<file path="config.mk">
export PLATFORM = sky130hd
export DESIGN_NAME = acc_alu
export DESIGN_NICKNAME = d
export VERILOG_FILES = /design/src/rtl/acc_alu_pkg.sv /design/src/rtl/acc_alu_addsub.sv /design/src/rtl/acc_alu_decadj.sv /design/src/rtl/acc_alu_shift.sv /design/src/rtl/acc_alu.sv
export SDC_FILE = /design/constraint.sdc
export NUM_CORES = 1
export LEC_CHECK = 0
export BUFFER_PORTS_ARGS = -buffer_cell sky130_fd_sc_hd__clkbuf_2
export CORE_ASPECT_RATIO = 1.4
export CORE_MARGIN = 4
export CORE_UTILIZATION = 25
export DETAILED_ROUTE_END_ITERATION = 16
export SLEW_MARGIN = 30
export SYNTH_ARGS = -nofsm -noshare
export SYNTH_HDL_FRONTEND = slang
export SYNTH_SLANG_ARGS = --single-unit
</file>
<file path="constraint.sdc">
create_clock -name clk -period 4.1 [get_ports clk]
set_clock_uncertainty 0.05 [all_clocks]
set_input_delay 0.82 -clock clk [delete_from_list [all_inputs] [get_ports clk]]
set_output_delay 0.82 -clock clk [all_outputs]
set_load 0.02 [all_outputs]
</file>
<file path="src/rtl/acc_alu_pkg.sv">
// Package: shared widths and the operation code set of the accumulator ALU.
// Assumes an 8-bit data path split into two 4-bit nibbles for the half carry.
package acc_alu_pkg;

    localparam int ALU_W  = 8;
    localparam int NIB_W  = ALU_W / 2;
    localparam int OP_W   = 4;

    typedef enum logic [OP_W-1:0] {
        OP_ADD  = 4'd0,
        OP_ADC  = 4'd1,
        OP_SUBC = 4'd2,
        OP_AND  = 4'd3,
        OP_OR   = 4'd4,
        OP_XOR  = 4'd5,
        OP_CLR  = 4'd6,
        OP_INC  = 4'd7,
        OP_DEC  = 4'd8,
        OP_DCOR = 4'd9,
        OP_RRC  = 4'd10,
        OP_SWAP = 4'd11,
        OP_SETC = 4'd12,
        OP_RSTC = 4'd13,
        OP_RSV0 = 4'd14,
        OP_RSV1 = 4'd15
    } alu_op_e;

endpackage

</file>
<file path="src/rtl/acc_alu_addsub.sv">
// Module: split adder for add, add-with-carry and subtract-with-carry.
// Computes the low nibble first so the carry out of bit 3 is available as
// the half carry. Subtraction inverts the operand; carry-in 1 means no borrow.
// Purely combinational; the caller decides which flags to keep.
module acc_alu_addsub #(
    parameter int W   = acc_alu_pkg::ALU_W,
    parameter int NIB = W / 2
) (
    input  logic [W-1:0] a_i,
    input  logic [W-1:0] b_i,
    input  logic         cin_i,
    input  logic         use_cin_i,
    input  logic         invert_b_i,
    output logic [W-1:0] sum_o,
    output logic         cout_o,
    output logic         hout_o
);

    localparam int HI_W = W - NIB;

    logic [W-1:0]    b_eff;
    logic            ci;
    logic [NIB:0]    lo_sum;
    logic [HI_W:0]   hi_sum;

    // Select the operand polarity and whether the carry participates.
    always_comb begin
        b_eff = invert_b_i ? ~b_i : b_i;
        ci    = use_cin_i & cin_i;
    end

    // Two-stage ripple: low nibble then high part with the nibble carry.
    always_comb begin
        lo_sum = {1'b0, a_i[NIB-1:0]} + {1'b0, b_eff[NIB-1:0]} + {{NIB{1'b0}}, ci};
        hi_sum = {1'b0, a_i[W-1:NIB]} + {1'b0, b_eff[W-1:NIB]} + {{HI_W{1'b0}}, lo_sum[NIB]};
        sum_o  = {hi_sum[HI_W-1:0], lo_sum[NIB-1:0]};
        cout_o = hi_sum[HI_W];
        hout_o = lo_sum[NIB];
    end

endmodule

</file>
<file path="src/rtl/acc_alu_decadj.sv">
// Module: decimal correction of the accumulator after a binary add or
// subtract of packed BCD values. Assumes an 8-bit, two-digit accumulator and
// that the flags are the ones left by the preceding arithmetic step.
// Combinational; only the carry may be changed, and only after an add.
module acc_alu_decadj #(
    parameter int W   = acc_alu_pkg::ALU_W,
    parameter int NIB = W / 2
) (
    input  logic [W-1:0] a_i,
    input  logic         c_i,
    input  logic         h_i,
    input  logic         after_sub_i,
    output logic [W-1:0] res_o,
    output logic         c_o
);

    localparam logic [NIB-1:0] DIGIT_MAX = NIB'(9);
    localparam logic [NIB-1:0] DIGIT_FIX = NIB'(6);
    localparam logic [W-1:0]   BYTE_MAX  = {DIGIT_MAX, DIGIT_MAX};

    logic          lo_fix;
    logic          hi_fix;
    logic [W-1:0]  adj;

    // Decide which digits need fixing for the kind of step that came before.
    always_comb begin
        if (after_sub_i) begin
            lo_fix = ~h_i;
            hi_fix = ~c_i;
        end else begin
            lo_fix = h_i | (a_i[NIB-1:0] > DIGIT_MAX);
            hi_fix = c_i | (a_i > BYTE_MAX);
        end
        adj = {(hi_fix ? DIGIT_FIX : {NIB{1'b0}}), (lo_fix ? DIGIT_FIX : {NIB{1'b0}})};
    end

    // Apply the adjustment and derive the carry.
    always_comb begin
        if (after_sub_i) begin
            res_o = a_i - adj;
            c_o   = c_i;
        end else begin
            res_o = a_i + adj;
            c_o   = c_i | hi_fix;
        end
    end

endmodule

</file>
<file path="src/rtl/acc_alu_shift.sv">
// Module: rotate right through carry and nibble swap of the accumulator.
// Combinational; the swap output ignores the carry, the rotate output
// returns the bit shifted out as the new carry.
module acc_alu_shift #(
    parameter int W   = acc_alu_pkg::ALU_W,
    parameter int NIB = W / 2
) (
    input  logic [W-1:0] a_i,
    input  logic         c_i,
    output logic [W-1:0] rot_o,
    output logic         rot_c_o,
    output logic [W-1:0] swap_o
);

    // Rotate: carry enters at the top, bit 0 leaves as the carry.
    always_comb begin
        rot_o   = {c_i, a_i[W-1:1]};
        rot_c_o = a_i[0];
    end

    // Swap: each nibble moves to the other half, built bit by bit.
    for (genvar i = 0; i < NIB; i++) begin : g_swap
        assign swap_o[i]       = a_i[i + NIB];
        assign swap_o[i + NIB] = a_i[i];
    end

endmodule

</file>
<file path="src/rtl/acc_alu.sv">
// Module: accumulator ALU top. Holds the accumulator, carry and half carry,
// and on each edge with op_valid high applies the operation in op_code.
// Assumes the operand is already fetched and that dc_after_sub tells the
// decimal-correct step whether the previous arithmetic was a subtraction.
// Reserved op codes and idle cycles hold all state. Synchronous active-low reset.
module acc_alu #(
    parameter int W = acc_alu_pkg::ALU_W
) (
    input  logic                        clk,
    input  logic                        rst_n,
    input  logic                        op_valid,
    input  logic [acc_alu_pkg::OP_W-1:0] op_code,
    input  logic [W-1:0]                operand,
    input  logic                        dc_after_sub,
    output logic [W-1:0]                acc_q,
    output logic                        carry_q,
    output logic                        half_q
);

    import acc_alu_pkg::*;

    localparam int NIB = W / 2;

    alu_op_e      op;
    logic [W-1:0] as_sum;
    logic         as_c;
    logic         as_h;
    logic [W-1:0] dc_res;
    logic         dc_c;
    logic [W-1:0] rot_res;
    logic         rot_c;
    logic [W-1:0] swap_res;
    logic [W-1:0] acc_d;
    logic         carry_d;
    logic         half_d;

    assign op = alu_op_e'(op_code);

    acc_alu_addsub #(.W(W), .NIB(NIB)) u_addsub (
        .a_i        (acc_q),
        .b_i        (operand),
        .cin_i      (carry_q),
        .use_cin_i  (op != OP_ADD),
        .invert_b_i (op == OP_SUBC),
        .sum_o      (as_sum),
        .cout_o     (as_c),
        .hout_o     (as_h)
    );

    acc_alu_decadj #(.W(W), .NIB(NIB)) u_decadj (
        .a_i         (acc_q),
        .c_i         (carry_q),
        .h_i         (half_q),
        .after_sub_i (dc_after_sub),
        .res_o       (dc_res),
        .c_o         (dc_c)
    );

    acc_alu_shift #(.W(W), .NIB(NIB)) u_shift (
        .a_i     (acc_q),
        .c_i     (carry_q),
        .rot_o   (rot_res),
        .rot_c_o (rot_c),
        .swap_o  (swap_res)
    );

    // Select the next accumulator and flag values for the offered operation.
    always_comb begin
        acc_d   = acc_q;
        carry_d = carry_q;
        half_d  = half_q;
        if (op_valid) begin
            unique case (op)
                OP_ADD:  acc_d = as_sum;
                OP_ADC, OP_SUBC: begin
                    acc_d   = as_sum;
                    carry_d = as_c;
                    half_d  = as_h;
                end
                OP_AND:  acc_d = acc_q & operand;
                OP_OR:   acc_d = acc_q | operand;
                OP_XOR:  acc_d = acc_q ^ operand;
                OP_CLR:  acc_d = '0;
                OP_INC:  acc_d = acc_q + W'(1);
                OP_DEC:  acc_d = acc_q - W'(1);
                OP_DCOR: begin
                    acc_d   = dc_res;
                    carry_d = dc_c;
                end
                OP_RRC: begin
                    acc_d   = rot_res;
                    carry_d = rot_c;
                end
                OP_SWAP: acc_d = swap_res;
                OP_SETC: begin
                    carry_d = 1'b1;
                    half_d  = 1'b1;
                end
                OP_RSTC: begin
                    carry_d = 1'b0;
                    half_d  = 1'b0;
                end
                OP_RSV0, OP_RSV1: ;
                default: ;
            endcase
        end
    end

    // State registers with synchronous active-low reset.
    always_ff @(posedge clk) begin
        if (!rst_n) begin
            acc_q   <= '0;
            carry_q <= 1'b0;
            half_q  <= 1'b0;
        end else begin
            acc_q   <= acc_d;
            carry_q <= carry_d;
            half_q  <= half_d;
        end
    end

endmodule


</file>
# Word-level counts from Yosys, hierarchy flattened
# Cells that the tools add are included.
# op_classes
n_addsub	8
bitwise_logic	10
magnitude_cmp	2
n_eq_ne	14
n_reduce_logical	10
n_mux	10
# ops
operator	n
8-bit one-hot mux with 10 select lines	1
4-bit == test (second input constant)	6
4-bit by 3-bit == test with 1-bit output (second input constant)	4
8-bit two-way mux	2
4-bit by 4-bit adder with 5-bit output	2
5-bit by 1-bit adder with 5-bit output	2
10-bit nonzero test	1
8-bit by 1-bit adder with 8-bit output (second input constant)	1
8-bit adder	1
8-bit bitwise AND	1
4-bit by 2-bit == test with 1-bit output (second input constant)	2
8-bit > comparator (second input constant)	1
8-bit NOT	1
8-bit OR	1
8-bit by 1-bit subtractor with 8-bit output (second input constant)	1
8-bit subtractor	1
8-bit XOR	1
3-bit two-way mux	2
1-bit one-hot mux with 5 select lines	1
5-bit nonzero test	1
4-bit by 1-bit == test with 1-bit output (second input constant)	1
4-bit > comparator (second input constant)	1
4-bit zero test	1
2-bit AND reduction	2
other kinds (11)	16
# totals
in_bits	16
reg_bits	10
elab_cells	57
out_inout_bits	10

# Logic depth before layout (Yosys ltp)
# depth
word_depth	7
mapped_depth	18
mapped_depth_nobuf	16

# By module
# From an unflattened synthesis, not the netlist that was laid out.
# hier_totals
hier_cells	372
hier_area_um2	2698.8
# by_module_without_submodules
module	instances	area_each_um2	cells_per_inst	seq_area_each_um2
acc_alu	1	1795.5	254	200.2
acc_alu_decadj	1	406.6	58	0.0
acc_alu_addsub	1	369.1	43	0.0
acc_alu_shift	1	127.6	17	0.0

# Worst setup path before layout
# OpenSTA, ideal clock, no wires.
# synth_path
path_type	input to register
from	input op_code[3] in the netlist's numbering
to	register acc_q[5]
required_ps	3931
setup_time_ps	119
setup_slack_ps	-36
cell_stages	17
n_path_buf	2
arrival_ps	3967
path_cell_list	buf_6 or2_1 nor3_1 buf_4 xnor2_1 fa_1 inv_1 fa_1 nor2b_1 o21ai_0 and2_1 fa_1 inv_1 fa_1 o311a_1 o21ai_1 o21ai_1
# synth_via
elab_chain_len	6
word_cells_on_any_way	23
cone_classes	4 x add/sub; 11 x eq/ne; 2 x mux; 1 x bitwise; 5 x reduce/logical
# synth_rtl
item	line_no	source
start: declaration	acc_alu.sv:12	input logic [acc_alu_pkg::OP_W-1:0] op_code,
4-bit by 2-bit == test with 1-bit output	acc_alu.sv:44, acc_alu.sv:73	
8-bit two-way mux	acc_alu_addsub.sv:28	b_eff = invert_b_i ? ~b_i : b_i;
4-bit by 4-bit adder with 5-bit output	acc_alu_addsub.sv:34	lo_sum = {1'b0, a_i[NIB-1:0]} + {1'b0, b_eff[NIB-1:0]} + {{NIB{1'b0}}, ci};
5-bit by 1-bit adder with 5-bit output	acc_alu_addsub.sv:34	
5-bit by 1-bit adder with 5-bit output	acc_alu_addsub.sv:35	hi_sum = {1'b0, a_i[W-1:NIB]} + {1'b0, b_eff[W-1:NIB]} + {{HI_W{1'b0}}, lo_sum[NIB]};
8-bit one-hot mux with 10 select lines	acc_alu.sv:73	unique case (op)
end signal: assignment	acc_alu.sv:112	acc_q <= '0;
end signal: assignment	acc_alu.sv:116	acc_q <= acc_d;
end: declaration	acc_alu.sv:15	output logic [W-1:0] acc_q,
# Parallel ways exist; a longest one is shown, timed or not.
# A chain may end at the register's enable or synchronous reset.

# Worst setup path after layout
# layout_path
from	input op_code[2] in the netlist's numbering
to	register acc_q[5]
# Same word-level chain as after synthesis.

==> Flow_metrics.wiki <==
{| class="wikitable"
! Metric !! Value
|-
| Status || complete, no violations
|-
| Placement Rows || 40
|-
| Overall overflow remaining after global route || 0
|-
| Syn Nets || 344
|-
| H-tree depth reported by CTS || 1
|-
| Minimum period implied by the final worst setup slack || 3880 ps
|-
| Worst-case clock buffer depth || 2
|-
| Core Region || a little under 0.009 mm2
|-
| Post-synth cell types || 65
|-
| Delay contributed by the slowest stage of the critical path || around 400 ps
|-
| Fin cells || between 400 and 500
|-
| CTS root buf || clkbuf_16
|-
| Family of cells with the greatest summed delay on the critical path || adder cells
|-
| Largest vdd supply drop || 144 uV
|-
| Post-layout total power || between 600 and 700 uW
|-
| Async S/R FF share, synth || 0
|-
| Worst setup path category || in2reg
|-
| DIE HEIGHT || around 120 um
|-
| Count of pins on the block boundary || 26
|-
| Count of routing violations after the opening detailed-route iteration || slightly below 200
|-
| Clock tree from TritonCTS || done
|-
| Critical path origin || op_code[2]
|-
| Static leakage || between 1 and 1.5 nW
|-
| Cell type of the slowest stage on the worst timing path || fa_1
|-
| R2r worst-path depth || 13
|-
| Number of hold violations in the final report || 0
|-
| Area growth syn-to-layout || 17.4%
|-
| Post-DR wirelength/cell || approximately 18 um
|-
| Main area contributors after synthesis || ha_1, dfxtp_1, xnor2_1, fa_1, inv_1
|-
| Layout net count || 375
|-
| Hold EP || acc_q[0]
|-
| Register bit count reported by yosys || 10
|-
| CTS clock-pin slew for the worst setup and hold paths || around 40 ps
|-
| Post-Syn Instances || about 300
|-
| Cells on Worst Hold Path || 2
|-
| Worst-case register-to-register setup slack || between 700 and 800 ps
|-
| Total Negative Setup Slacks || 0 ps
|-
| Router iterations before antenna repair || 4
|-
| Arrival time worst endpoint || just under 4000 ps
|-
| IO buf count || 25
|-
| Tot GR Track Use || 0.147
|-
| Die outline area || roughly 0.011 mm2
|-
| Yosys top cell by area || ha_1
|-
| Vias in the first global route || about 2300
|-
| Routed via count divided by cell count || around 5.5
|-
| DRT antenna net count || 0
|-
| Combined buffer and inverter count along the critical path || 4
|-
| Max-slew headroom at the worst pin || 0.690
|-
| Die boundary width || between 80 and 90 um
|-
| Final core utilization || 0.305
|-
| Sequence of cells on the critical path || clkbuf_2 > or2_1 > nor3_4 > buf_4 > xnor2_2 > fa_2 > inv_1 > fa_2 > nor2b_1 > o21ai_0 > and2_1 > fa_2 > inv_1 > fa_1 > o311a_1 > o21ai_1 > o21ai_1
|-
| Syn Area/Cell || 7.80 um2
|-
| Start of the worst register-to-register path || carry_q
|-
| Endpoint of the worst-slack reg-to-reg timing path || acc_q[5]
|-
| Actual slew at the worst max-slew pin || roughly 460 ps
|-
| Routability Congestion || a little over 0.9
|-
| Power density over the cells || 231 mW/mm2
|-
| Count of flip-flops with a built-in enable after synthesis || 0
|-
| Placed cells || 421
|-
| Synthesis warning total || 0
|-
| Hold Buf Count CTS || 0
|-
| Clock buffer count from CTS || 3
|-
| Count of unresolved DRC violations after routing || 0
|-
| Worst path most repeated cell || fa_2
|-
| Detailed placement HPWL || ~6000 um
|-
| Final antenna diode count || 0
|-
| Antenna violations before repair || 0
|-
| Worst setup EP type || register
|-
| Critical Path Fanout Max || 2
|-
| Number of vias in the routed layout || about 2400
|-
| Mapped cell area || ~0.0023 mm2
|-
| Effective utilization at floorplan || 0.260
|-
| Share of the clock period used by the worst path || 0.948
|-
| Clk Latency, worst-skew pair || between 200 and 250 ps
|-
| Max-cap check violation count || 0
|-
| Max-slew violation count || 0
|-
| First-pass GRT wire length || around 12000 um
|-
| Proportion of layout cells with a drive suffix above 1 || 0.202
|-
| Most numerous cell in the Yosys netlist || ha_1
|-
| Sort of element at the start of the critical path || primary input
|-
| Top FF cell, synth || dfxtp_1
|-
| Highest clock rate || 0.257 GHz
|-
| Synth cell count leaders || ha_1, inv_1, nand2_1, a21oi_1, o21ai_1
|-
| Hold wc startpoint || acc_q[0]
|-
| Portion of the post-synthesis area used by sequential elements || 0.0879
|-
| CP required || roughly 4200 ps
|-
| Proportion of netlist area held by the largest area contributor || 0.170
|-
| Total wirelength of the detailed-routed design || between 7000 and 8000 um
|-
| Class of the most critical hold timing path || reg2reg
|-
| CTS sink count || 10
|-
| Largest net degree at the start of global routing || 35
|-
| Number of failing setup endpoints in the final timing report || 0
|}
==> registers in the layout, indices dropped and copies added, names as in the netlist <==
signal	count
half_q	1
carry_q	1
acc_q	8
==> metrics by stage <==
step | hold WS, ps | worst slack, ps | cell area (um2)
2_1_floorplan | 479 | 38.9 | 2290
3_3_place_gp | 555 | -10.8 | 2560
3_5_place_dp | 566 | -68.9 | 2560
4_1_cts | 574 | 164 | 2650
5_1_grt | 623 | -6.32 | 2680
6_report | 578 | 215 | 2680
==> layer usage <==
metal / vias to the layer above / GRT usage / wire, um
met1: 1109 / 0.165 / 2920
met3: 25 / 0.0245 / 461
met2: 102 / 0.263 / 3980
met4: 0 / 0.0652 / 302
met5: - / 0 / 0
li1: 1126 / - / -
==> worst max path at each step <==
stage                     to  slack [ps]  cells after the start
floorplan            carry_q          40                     17
detailed placement  acc_q[5]         -70                     16
finish              acc_q[5]         220                     17
global placement    acc_q[5]         -10                     16
CTS                 acc_q[5]         160                     16
global route        acc_q[5]          -6                     17
==> worst min-delay path, cell delays in order, from the launching register on <==
cell	delay (ps)
dfxtp_1	400
nand3_1	110
o31ai_1	60
==> layout by cell type (no fill, tap or decap), drive strengths merged, types with 3 or more instances in the layout <==
cell	count
ha	31
clkbuf	29
inv	27
o21ai	27
buf	19
nand2	18
a21oi	16
nor2	13
xnor2	13
dfxtp	10
o21a	9
nand2b	7
nor2b	7
mux2i	6
a31oi	6
nor3	6
a21o	5
o311a	5
fa	5
a32o	4
a221oi	4
nand3	4
and2	3
xor2	3
o22ai	3
a22oi	3
or2	3
o31ai	3
==> cell families (layout without fill, tap and decap cells) <==
family	after synthesis	after routing	synth area share
AO/OA/AOI/OAI	107	107	0.342
buffers and inverters	45	75	0.0961
AND/OR/NAND/NOR	72	72	0.169
multiplexers	6	6	0.0264
adder cells (fa/ha/maj)	36	36	0.214
flip-flops	10	10	0.0879
XOR/XNOR	16	16	0.0648
==> repair_timing <==
| action | CTS | global route |
|---|---|---|
| gates resized for setup | 0 | 2 |
| setup endpoints to repair | 0 | 1 |
| buffers inserted | 0 | 2 |
==> power by group <==
part	switching [mW]	internal [mW]	total, mW
sequential	0.0216	0.106	0.128
combinational	0.169	0.124	0.293
clock	0.0515	0.147	0.199
==> area by class of cell <==
cell class | instances | area, um2
Fill cell | 939 | 6080
Multi-Input combinational cell | 237 | 1890
Timing Repair Buffer | 44 | 268
Sequential cell | 10 | 200
Tap cell | 105 | 131
Inverter | 27 | 101
Clock buffer | 4 | 88.8
No activity file was read; power rests on OpenSTA's default activity.
